[src/rtl/pmt_pkg.sv]
`timescale 1ns/1ps
package pmt_pkg;
  localparam int unsigned ADDR_W = 4;

  localparam logic [ADDR_W-1:0] A_RUN    = 4'd0;
  localparam logic [ADDR_W-1:0] A_DIV    = 4'd1;
  localparam logic [ADDR_W-1:0] A_COUNT  = 4'd2;
  localparam logic [ADDR_W-1:0] A_ACT    = 4'd3;
  localparam logic [ADDR_W-1:0] A_PIN    = 4'd4;
  localparam logic [ADDR_W-1:0] A_WAVE   = 4'd5;
  localparam logic [ADDR_W-1:0] A_FLAG   = 4'd6;
  localparam int unsigned       A_CMP0   = 8;

  typedef enum logic [1:0] {
    PIN_KEEP = 2'b00,
    PIN_LOW  = 2'b01,
    PIN_HIGH = 2'b10,
    PIN_FLIP = 2'b11
  } pin_act_e;
endpackage

[src/rtl/pmt_prescaler.sv]
`timescale 1ns/1ps
module pmt_prescaler #(
  parameter int unsigned CNT_W = 32
) (
  input  logic             clk,
  input  logic             rst_n,
  input  logic             run,
  input  logic             restart,
  input  logic [CNT_W-1:0] limit,
  output logic             tick,
  output logic [CNT_W-1:0] phase
);
  logic [CNT_W-1:0] phase_d;

  assign tick = run && (phase == limit);

  always_comb begin
    if (!run || restart || tick) phase_d = '0;
    else                          phase_d = phase + 1'b1;
  end

  always_ff @(posedge clk or negedge rst_n) begin
    if (!rst_n) phase <= '0;
    else        phase <= phase_d;
  end
endmodule

[src/rtl/pmt_channel.sv]
`timescale 1ns/1ps
module pmt_channel import pmt_pkg::*; #(
  parameter int unsigned CNT_W = 32
) (
  input  logic             step,
  input  logic [CNT_W-1:0] count,
  input  logic [CNT_W-1:0] cmp_val,
  input  pin_act_e         pin_act,
  input  logic             pin_cur,
  input  logic             wave_en,
  output logic             hit,
  output logic             pin_nxt,
  output logic             pin_lvl
);
  assign hit = step && (count == cmp_val);

  always_comb begin
    pin_nxt = pin_cur;
    if (hit) begin
      unique case (pin_act)
        PIN_KEEP: pin_nxt = pin_cur;
        PIN_LOW:  pin_nxt = 1'b0;
        PIN_HIGH: pin_nxt = 1'b1;
        PIN_FLIP: pin_nxt = ~pin_cur;
      endcase
    end
  end

  assign pin_lvl = wave_en ? (count >= cmp_val) : pin_cur;
endmodule

[src/rtl/pwm_match_timer.sv]
`timescale 1ns/1ps
module pwm_match_timer import pmt_pkg::*; #(
  parameter int unsigned CNT_W  = 32,
  parameter int unsigned NUM_CH = 4
) (
  input  logic              clk,
  input  logic              rst_n,
  input  logic              bus_we,
  input  logic [ADDR_W-1:0] bus_addr,
  input  logic [CNT_W-1:0]  bus_wdata,
  output logic [CNT_W-1:0]  bus_rdata,
  output logic [NUM_CH-1:0] match_out,
  output logic              irq
);
  localparam int unsigned ACT_W = 3 * NUM_CH;
  localparam int unsigned SEL_W = 2 * NUM_CH;

  // reset: asserted asynchronously, released on the clock
  logic [1:0] rst_pipe;
  logic       rst_ni;
  always_ff @(posedge clk or negedge rst_n) begin
    if (!rst_n) rst_pipe <= 2'b00;
    else        rst_pipe <= {rst_pipe[0], 1'b1};
  end
  assign rst_ni = rst_pipe[1];

  // state
  logic              run_q,   run_d;
  logic [CNT_W-1:0]  div_q,   div_d;
  logic [CNT_W-1:0]  cnt_q,   cnt_d;
  logic [ACT_W-1:0]  act_q,   act_d;
  logic [NUM_CH-1:0] pin_q,   pin_d;
  logic [SEL_W-1:0]  sel_q,   sel_d;
  logic [NUM_CH-1:0] wave_q,  wave_d;
  logic [NUM_CH-1:0] flag_q,  flag_d;
  logic [CNT_W-1:0]  cmp_q [NUM_CH];
  logic [CNT_W-1:0]  cmp_d [NUM_CH];

  // write decode
  logic wr_run, wr_div, wr_cnt, wr_act, wr_pin, wr_wave, wr_flag;
  assign wr_run  = bus_we && (bus_addr == A_RUN);
  assign wr_div  = bus_we && (bus_addr == A_DIV);
  assign wr_cnt  = bus_we && (bus_addr == A_COUNT);
  assign wr_act  = bus_we && (bus_addr == A_ACT);
  assign wr_pin  = bus_we && (bus_addr == A_PIN);
  assign wr_wave = bus_we && (bus_addr == A_WAVE);
  assign wr_flag = bus_we && (bus_addr == A_FLAG);

  // divider
  logic             tick, step;
  logic [CNT_W-1:0] pre_phase;
  pmt_prescaler #(.CNT_W(CNT_W)) u_prescaler (
    .clk    (clk),
    .rst_n  (rst_ni),
    .run    (run_q),
    .restart(wr_cnt),
    .limit  (div_q),
    .tick   (tick),
    .phase  (pre_phase)
  );
  assign step = tick;

  // channels
  logic [NUM_CH-1:0] hit, pin_nxt, zero_en, halt_en, evt_en;
  for (genvar i = 0; i < NUM_CH; i++) begin : g_ch
    pmt_channel #(.CNT_W(CNT_W)) u_channel (
      .step   (step),
      .count  (cnt_q),
      .cmp_val(cmp_q[i]),
      .pin_act(pin_act_e'(sel_q[2*i +: 2])),
      .pin_cur(pin_q[i]),
      .wave_en(wave_q[i]),
      .hit    (hit[i]),
      .pin_nxt(pin_nxt[i]),
      .pin_lvl(match_out[i])
    );
    assign zero_en[i] = act_q[3*i];
    assign halt_en[i] = act_q[3*i + 1];
    assign evt_en[i]  = act_q[3*i + 2];
  end

  logic any_zero, any_halt;
  assign any_zero = |(hit & zero_en);
  assign any_halt = |(hit & halt_en);

  // next state
  always_comb begin
    div_d  = wr_div  ? bus_wdata              : div_q;
    act_d  = wr_act  ? bus_wdata[ACT_W-1:0]   : act_q;
    wave_d = wr_wave ? bus_wdata[NUM_CH-1:0]  : wave_q;
    sel_d  = wr_pin  ? bus_wdata[NUM_CH +: SEL_W] : sel_q;
    pin_d  = wr_pin  ? bus_wdata[NUM_CH-1:0]  : pin_nxt;

    if (any_halt)    run_d = 1'b0;
    else if (wr_run) run_d = bus_wdata[0];
    else             run_d = run_q;

    if (wr_cnt)        cnt_d = bus_wdata;
    else if (step) begin
      if (any_zero)      cnt_d = '0;
      else if (any_halt) cnt_d = cnt_q;
      else               cnt_d = cnt_q + 1'b1;
    end
    else               cnt_d = cnt_q;

    flag_d = (flag_q & ~(wr_flag ? bus_wdata[NUM_CH-1:0] : '0)) | (hit & evt_en);

    for (int i = 0; i < NUM_CH; i++) begin
      cmp_d[i] = (bus_we && (bus_addr == ADDR_W'(A_CMP0 + i))) ? bus_wdata : cmp_q[i];
    end
  end

  // registers
  always_ff @(posedge clk or negedge rst_ni) begin
    if (!rst_ni) begin
      run_q  <= 1'b0;
      div_q  <= '0;
      cnt_q  <= '0;
      act_q  <= '0;
      pin_q  <= '0;
      sel_q  <= '0;
      wave_q <= '0;
      flag_q <= '0;
      for (int i = 0; i < NUM_CH; i++) cmp_q[i] <= '0;
    end else begin
      run_q  <= run_d;
      div_q  <= div_d;
      cnt_q  <= cnt_d;
      act_q  <= act_d;
      pin_q  <= pin_d;
      sel_q  <= sel_d;
      wave_q <= wave_d;
      flag_q <= flag_d;
      for (int i = 0; i < NUM_CH; i++) cmp_q[i] <= cmp_d[i];
    end
  end

  // read mux
  always_comb begin
    bus_rdata = '0;
    unique case (bus_addr)
      A_RUN:   bus_rdata = CNT_W'(run_q);
      A_DIV:   bus_rdata = div_q;
      A_COUNT: bus_rdata = cnt_q;
      A_ACT:   bus_rdata = CNT_W'(act_q);
      A_PIN:   bus_rdata = CNT_W'({sel_q, pin_q});
      A_WAVE:  bus_rdata = CNT_W'(wave_q);
      A_FLAG:  bus_rdata = CNT_W'(flag_q);
      default: begin
        for (int i = 0; i < NUM_CH; i++) begin
          if (bus_addr == ADDR_W'(A_CMP0 + i)) bus_rdata = cmp_q[i];
        end
      end
    endcase
  end

  assign irq = |flag_q;
endmodule

[config.mk]
export PLATFORM = sky130hd
export DESIGN_NAME = pwm_match_timer
export DESIGN_NICKNAME = d
export VERILOG_FILES = /design/src/rtl/pmt_pkg.sv /design/src/rtl/pmt_prescaler.sv /design/src/rtl/pmt_channel.sv /design/src/rtl/pwm_match_timer.sv
export SDC_FILE = /design/constraint.sdc
export NUM_CORES = 1
export LEC_CHECK = 0
export ABC_CLOCK_PERIOD_IN_PS = 9100
export BUFFER_PORTS_ARGS = -buffer_cell sky130_fd_sc_hd__clkbuf_2
export CAP_MARGIN = 40
export CORE_MARGIN = 5
export CORE_UTILIZATION = 45
export DETAILED_ROUTE_END_ITERATION = 10
export SLEW_MARGIN = 5
export SYNTH_ARGS = -nofsm -noshare
export SYNTH_HDL_FRONTEND = slang
export SYNTH_SLANG_ARGS = --single-unit
[constraint.sdc]
create_clock -name clk -period 9.1 [get_ports clk]
set_clock_uncertainty 0.05 [all_clocks]
set_input_delay 1.82 -clock clk [delete_from_list [all_inputs] [get_ports clk]]
set_output_delay 1.82 -clock clk [all_outputs]
set_load 0.005 [all_outputs]
After elaboration in Yosys (flattened, before gate mapping)
Cells that the tools add are included.

storage, ports and cells
  word-level logic and storage cells = 129
  register bits = 259
  output and inout bits = 37
  input port bits = 39

operators by class
  add/subtract/negate cells = 2
  equality and inequality tests = 32
  muxes and demuxes = 26
  bitwise logic cells = 10
  reductions and logical operators = 38
  $lt $le $gt $ge = 4

operators by type and width
  operator                                        count
  2-to-1 mux 32 bit                               9
  one-hot mux 32 bit (7 select lines)             1
  == test 32 bit                                  5
  >= comparator 32 bit                            4
  adder 32 x 1 -> 32 bit (second input constant)  2
  bitwise AND 4 bit                               4
  == test 2 bit (second input constant)           8
  == test 4 bit (second input constant)           4
  logical AND 1 bit                               16
  == test 4 x 3 -> 1 bit (second input constant)  3
  one-hot mux 1 bit (3 select lines)              4
  nonzero test 2 bit                              6
  OR reduction 4 bit                              3
  2-to-1 mux 1 bit                                10
  AND reduction 2 bit                             5
  == test 2 x 1 -> 1 bit (second input constant)  4
  == test 4 x 2 -> 1 bit (second input constant)  2
  zero test 2 bit                                 4
  2-to-1 mux 4 bit                                2
  != test 2 bit (second input constant)           4
  == test 4 x 1 -> 1 bit (second input constant)  1
  zero test 4 bit                                 1
  NOT 1 bit                                       4
  NOT 4 bit                                       1
  4 further kinds                                 5

Depth between registers and ports, before layout
  depth after elaboration = 9
  gate-level depth with buffers = 11
  depth with buffers taken out = 9

Hierarchy
Synthesis repeated with hierarchy kept, for this count alone.

second synthesis, totals
  cell total of the unflattened synthesis = 1560
  area, all modules = 16579.7 um^2

by module, submodules not included
  module           cells an instance  seq. area each (um^2)  times used  area an instance (um^2)
  pwm_match_timer  887                5680.4                 1           11185.7
  pmt_channel      116                0.0                    4           850.8
  pmt_prescaler    209                800.8                  1           1990.7

Worst setup path before layout
OpenSTA, ideal clock, no wires.

  kind = input -> output
  from = input port bus_addr[0]
  to = output port bus_rdata[14]
  data arrival time = 3.529 ns
  buffers on the path = 3
  data required time = 7.230 ns
  stages = 6
  path slack = 3.701 ns
  cell sequence = clkbuf_1 > buf_1 > clkbuf_1 > mux4_2 > a222oi_1 > inv_1

on the way
  longest elaborated chain between the ends = 6
  elaborated cells on any way between the ends = 16
  classes of those cells = eq/ne (10); mux (5); reduce/logical (1)

ends and longest elaborated chain
  item                                     RTL line                RTL
  start, declared                          pwm_match_timer.sv:9    input logic [ADDR_W-1:0] bus_addr,
  == test 4 bit                            pwm_match_timer.sv:151  if (bus_addr == ADDR_W'(A_CMP0 + i)) bus_rdata = cmp_q[i];
  2-to-1 mux 32 bit (4 in a row)           pwm_match_timer.sv:151
  one-hot mux 32 bit (7 select lines) (*)  pwm_match_timer.sv:141  unique case (bus_addr)
  end, declared                            pwm_match_timer.sv:11   output logic [CNT_W-1:0] bus_rdata,

Every way passes the cells marked *; elsewhere a longest branch is shown, timed or not.

Final worst setup path
  from = input port bus_addr[0]
  to = output port bus_rdata[10]

Same word-level chain as after synthesis.

==> impl_metrics.toml <==
[outcome]
outcome = "finished, final reports clean"

[clocking]
cts.repair.resized = 0
cts-root-to-sink-buffers = 3
hold_buffers = 0
clock-root-buffer = "clkbuf_16"
clock_tree_from_tritoncts = "built"
clk_pin_slew_ps = 60
buffers_inserted_during_post_cts_setup_optimization = 0
tritoncts.num_buffers = 31
cts.htree.levels = 1
clock_insertion_delay_worst_skew_ps = 580
numClockSinks = 259

[drt]
drt-vias-per-instance = 6.082
detail_route.iter0.violations = 1413
wl_met1_mm = 24.00
route.met2.wl_mm = 23.69
met3RoutedLength_mm = 4.285
highest_metal_layer_with_signal_wires = "met4"
drt_pass1_iterations = 7
drt_wl_total_mm = 53.51
post_drt_wl_per_cell_um = 24.15
vias = 13480
antenna_violating_nets_post_route = 0
detail_route.drc_violations = 0

[synth]
synth.net_count = 1858
ys_seq_elements = 259
synth-warning-count = 0
syn_area_um2 = 16200
part_of_the_yosys_area_used_for_sequential_elements_pct = 40.01
netlist_instances = 1689
postSynth.asyncResetShare_pct = 100.0
synth_area_per_cell_um2 = 9.592
synth-main-ff-cell = "dfrtp_1"
synth_cell_type_count = 73
synth-edff-count = 0

[floorplan]
die_area_um2 = 39900
die_width_um = 199.7
core_ar_um2 = 35570
ios = 76
die_h_um = 199.7
floorplan.rows = 69
initial_core_utilization_pct = 45.55

[sta]
finalMaxSlewViolations = 0
finalSetupViolCount = 0
timing.setup.tns_ps = 0
timing_worst_slew_pin_value_ps = 963.5
post-route-min-period_ps = 5912
final_min_period_over_clock_period_pct = 64.97
unrepaired_setup_endpoints_after_global_routing = "no"
max_slew_margin_pct = 35.77
fmaxAchievable_ghz = 0.1691
setup_slack_ps = 3188
timing_hold_violations_final = 0

[place]
dp_hpwl_mm = 39.01
port-buffer-count = 75
dpl_cell_area_um2 = 17070
final_wtd_congestion = 0.9021
pre_cts_setup_slack_ps = 3219

[finish]
finish.instance_area_um2 = 18050
finalNetCount = 1902
num_antenna_cells = 0
postLayoutCoreUtil_pct = 50.76
num-fill-cells = 3320
final_layout_size_suffix_gt1_share_pct = 16.52
area_growth_pct = 11.44

[global_routing]
wire_length_of_the_first_global_routing_pass_mm = 82.34
grt-ovfl-total = 0
initial_antenna_violation_count = 1
grt_util_all_layers_pct = 26.90
grt_start_max_net_pins = 156
first_global_vias = 13410

[flow_run]
max_cap_viol_count = 0

[pwr]
pwr_density_cell_nw_per_um2 = 212.5
design_power_total_mw = 3.836
leakage_nw = 8.496
vdd_drop_max_uv = 290.3

[setup_path]
setup.worst_path.start_class = "input pin"
setup_crit_path_kind = "input pin to primary output"
critPathCaptureType = "primary output"
worst-path-max-fanout = 43
crit_required_ps = 7230
cp_data_arrival_time_ps = 4040

[hold_path]
holdCritPathClass = "flop to asynchronous set/reset pin"
==> critical path, stage by stage <==
cell	delay, ps
clkbuf_2	80
buf_4	570
nand2b_1	340
nor3_2	170
buf_4	450
a22oi_1	290
nand3_1	170
clkbuf_2	120
==> area by class of cell <==
type / instances / area [um^2] / share of cell area, %
clock buffer: 45 / 878.3 / 4.865
clock inverter: 10 / 108.9 / 0.6029
inverter: 163 / 611.8 / 3.389
multi-input combinational: 1177 / 8755 / 48.49
sequential: 259 / 6485 / 35.92
tap: 461 / 576.8 / 3.195
timing repair buffer: 101 / 638.1 / 3.535
==> kinds of logic after synthesis <==
group	share of synthesized area, %
fa+ha+maj	10.04
compound gates	14.23
simple gates	15.05
buf+inv	6.233
xor+xnor	3.398
other cells	0.02315
flops	40.01
mux	11.01
==> registers in the layout (all words and copies together), names as in the netlist <==
| signal | cells |
|---|---|
| flag_q | 4 |
| rst_pipe | 2 |
| sel_q | 8 |
| div_q | 32 |
| cnt_q | 32 |
| wave_q | 4 |
| act_q | 12 |
| run_q | 1 |
| u_prescaler.phase | 32 |
| pin_q | 4 |
| cmp_q | 128 |
==> cells in the final DEF (no fill, tap or decap), types with 4 or more instances in the layout <==
cell type,synthesis,final
xor2_1,47,47
nand3b_1,7,7
o22a_1,11,11
inv_1,163,163
a31oi_1,6,6
mux2_2,90,90
and3_1,17,17
a222oi_1,22,22
a211oi_1,9,9
or3_1,4,4
nand2b_1,4,4
and4_1,10,10
and2_1,7,8
clkbuf_1,64,9
a21oi_1,54,54
nand4_1,50,50
o21ai_0,131,131
nand3_1,51,50
nor2_1,97,94
clkbuf_2,0,75
a22oi_1,19,19
clkbuf_16,0,31
clkbuf_8,0,5
nand2_1,178,178
a221oi_1,5,5
o21a_1,9,9
o22ai_1,5,5
mux4_2,32,32
ha_1,130,130
mux2i_1,5,5
o31ai_1,8,8
nor2b_1,15,14
nor4_1,18,18
buf_4,5,17
a22o_1,4,4
xnor2_1,14,14
nor3_1,33,31
a21o_1,29,29
clkinv_2,0,5
dfrtp_1,259,258
==> cell usage after synthesis, drive strengths merged, types with 10 or more instances <==
cell    count  area, um^2
nor2       97       364.1
inv       163       611.8
nor4       19       125.1
nand3      51       255.2
a21oi      54       270.3
o21ai     131       655.6
nor2b      15       93.84
ha        130        1627
buf        26       157.6
and3       17       106.4
a21o       29       217.7
mux4       32       720.7
nand4      50       312.8
nor3       33       165.2
xor2       48       427.9
mux2       90        1013
xnor2      14       122.6
o22a       11       96.34
dfrtp     259        6481
a22oi      19       142.6
a222oi     22       220.2
clkbuf     64       240.2
and4       10       87.58
nand2     178       668.1
==> per-layer routing <==
layer  global-route usage, %  up-vias
met5                       0        -
met4                   7.522        0
met3                   4.213       88
met2                   41.31      531
met1                   39.81     6702
li1                        -     6156
==> worst paths after layout <==
kind	start	endpoint	slack, ps	cells after the start
min reg2reg	rst_pipe[1]	cmp_q[84]	270	0
max	bus_addr[0]	bus_rdata[10]	3190	8
min in group clk	rst_pipe[0]	rst_pipe[1]	300	0
max in group asynchronous	rst_pipe[1]	cmp_q[69]	7180	3
max reg2reg	cnt_q[9]	cnt_q[1]	5030	9
min	rst_pipe[1]	cmp_q[84]	270	0
==> stage by stage <==
step	std cells	hold WS, ps
floorplan	1689	281.2
global placement	2152	280.4
detailed placement	2161	286.3
CTS	2216	299.3
global route	2216	304.8
finish	2216	268.9
==> report_power, final <==
part / internal, mW / total [mW] / switching [mW]
sequential: 1.37 / 1.64 / 0.266
clock: 0.720 / 1.23 / 0.510
combinational: 0.447 / 0.969 / 0.522
total: 2.54 / 3.84 / 1.30
(Power assumes the default switching activity.)
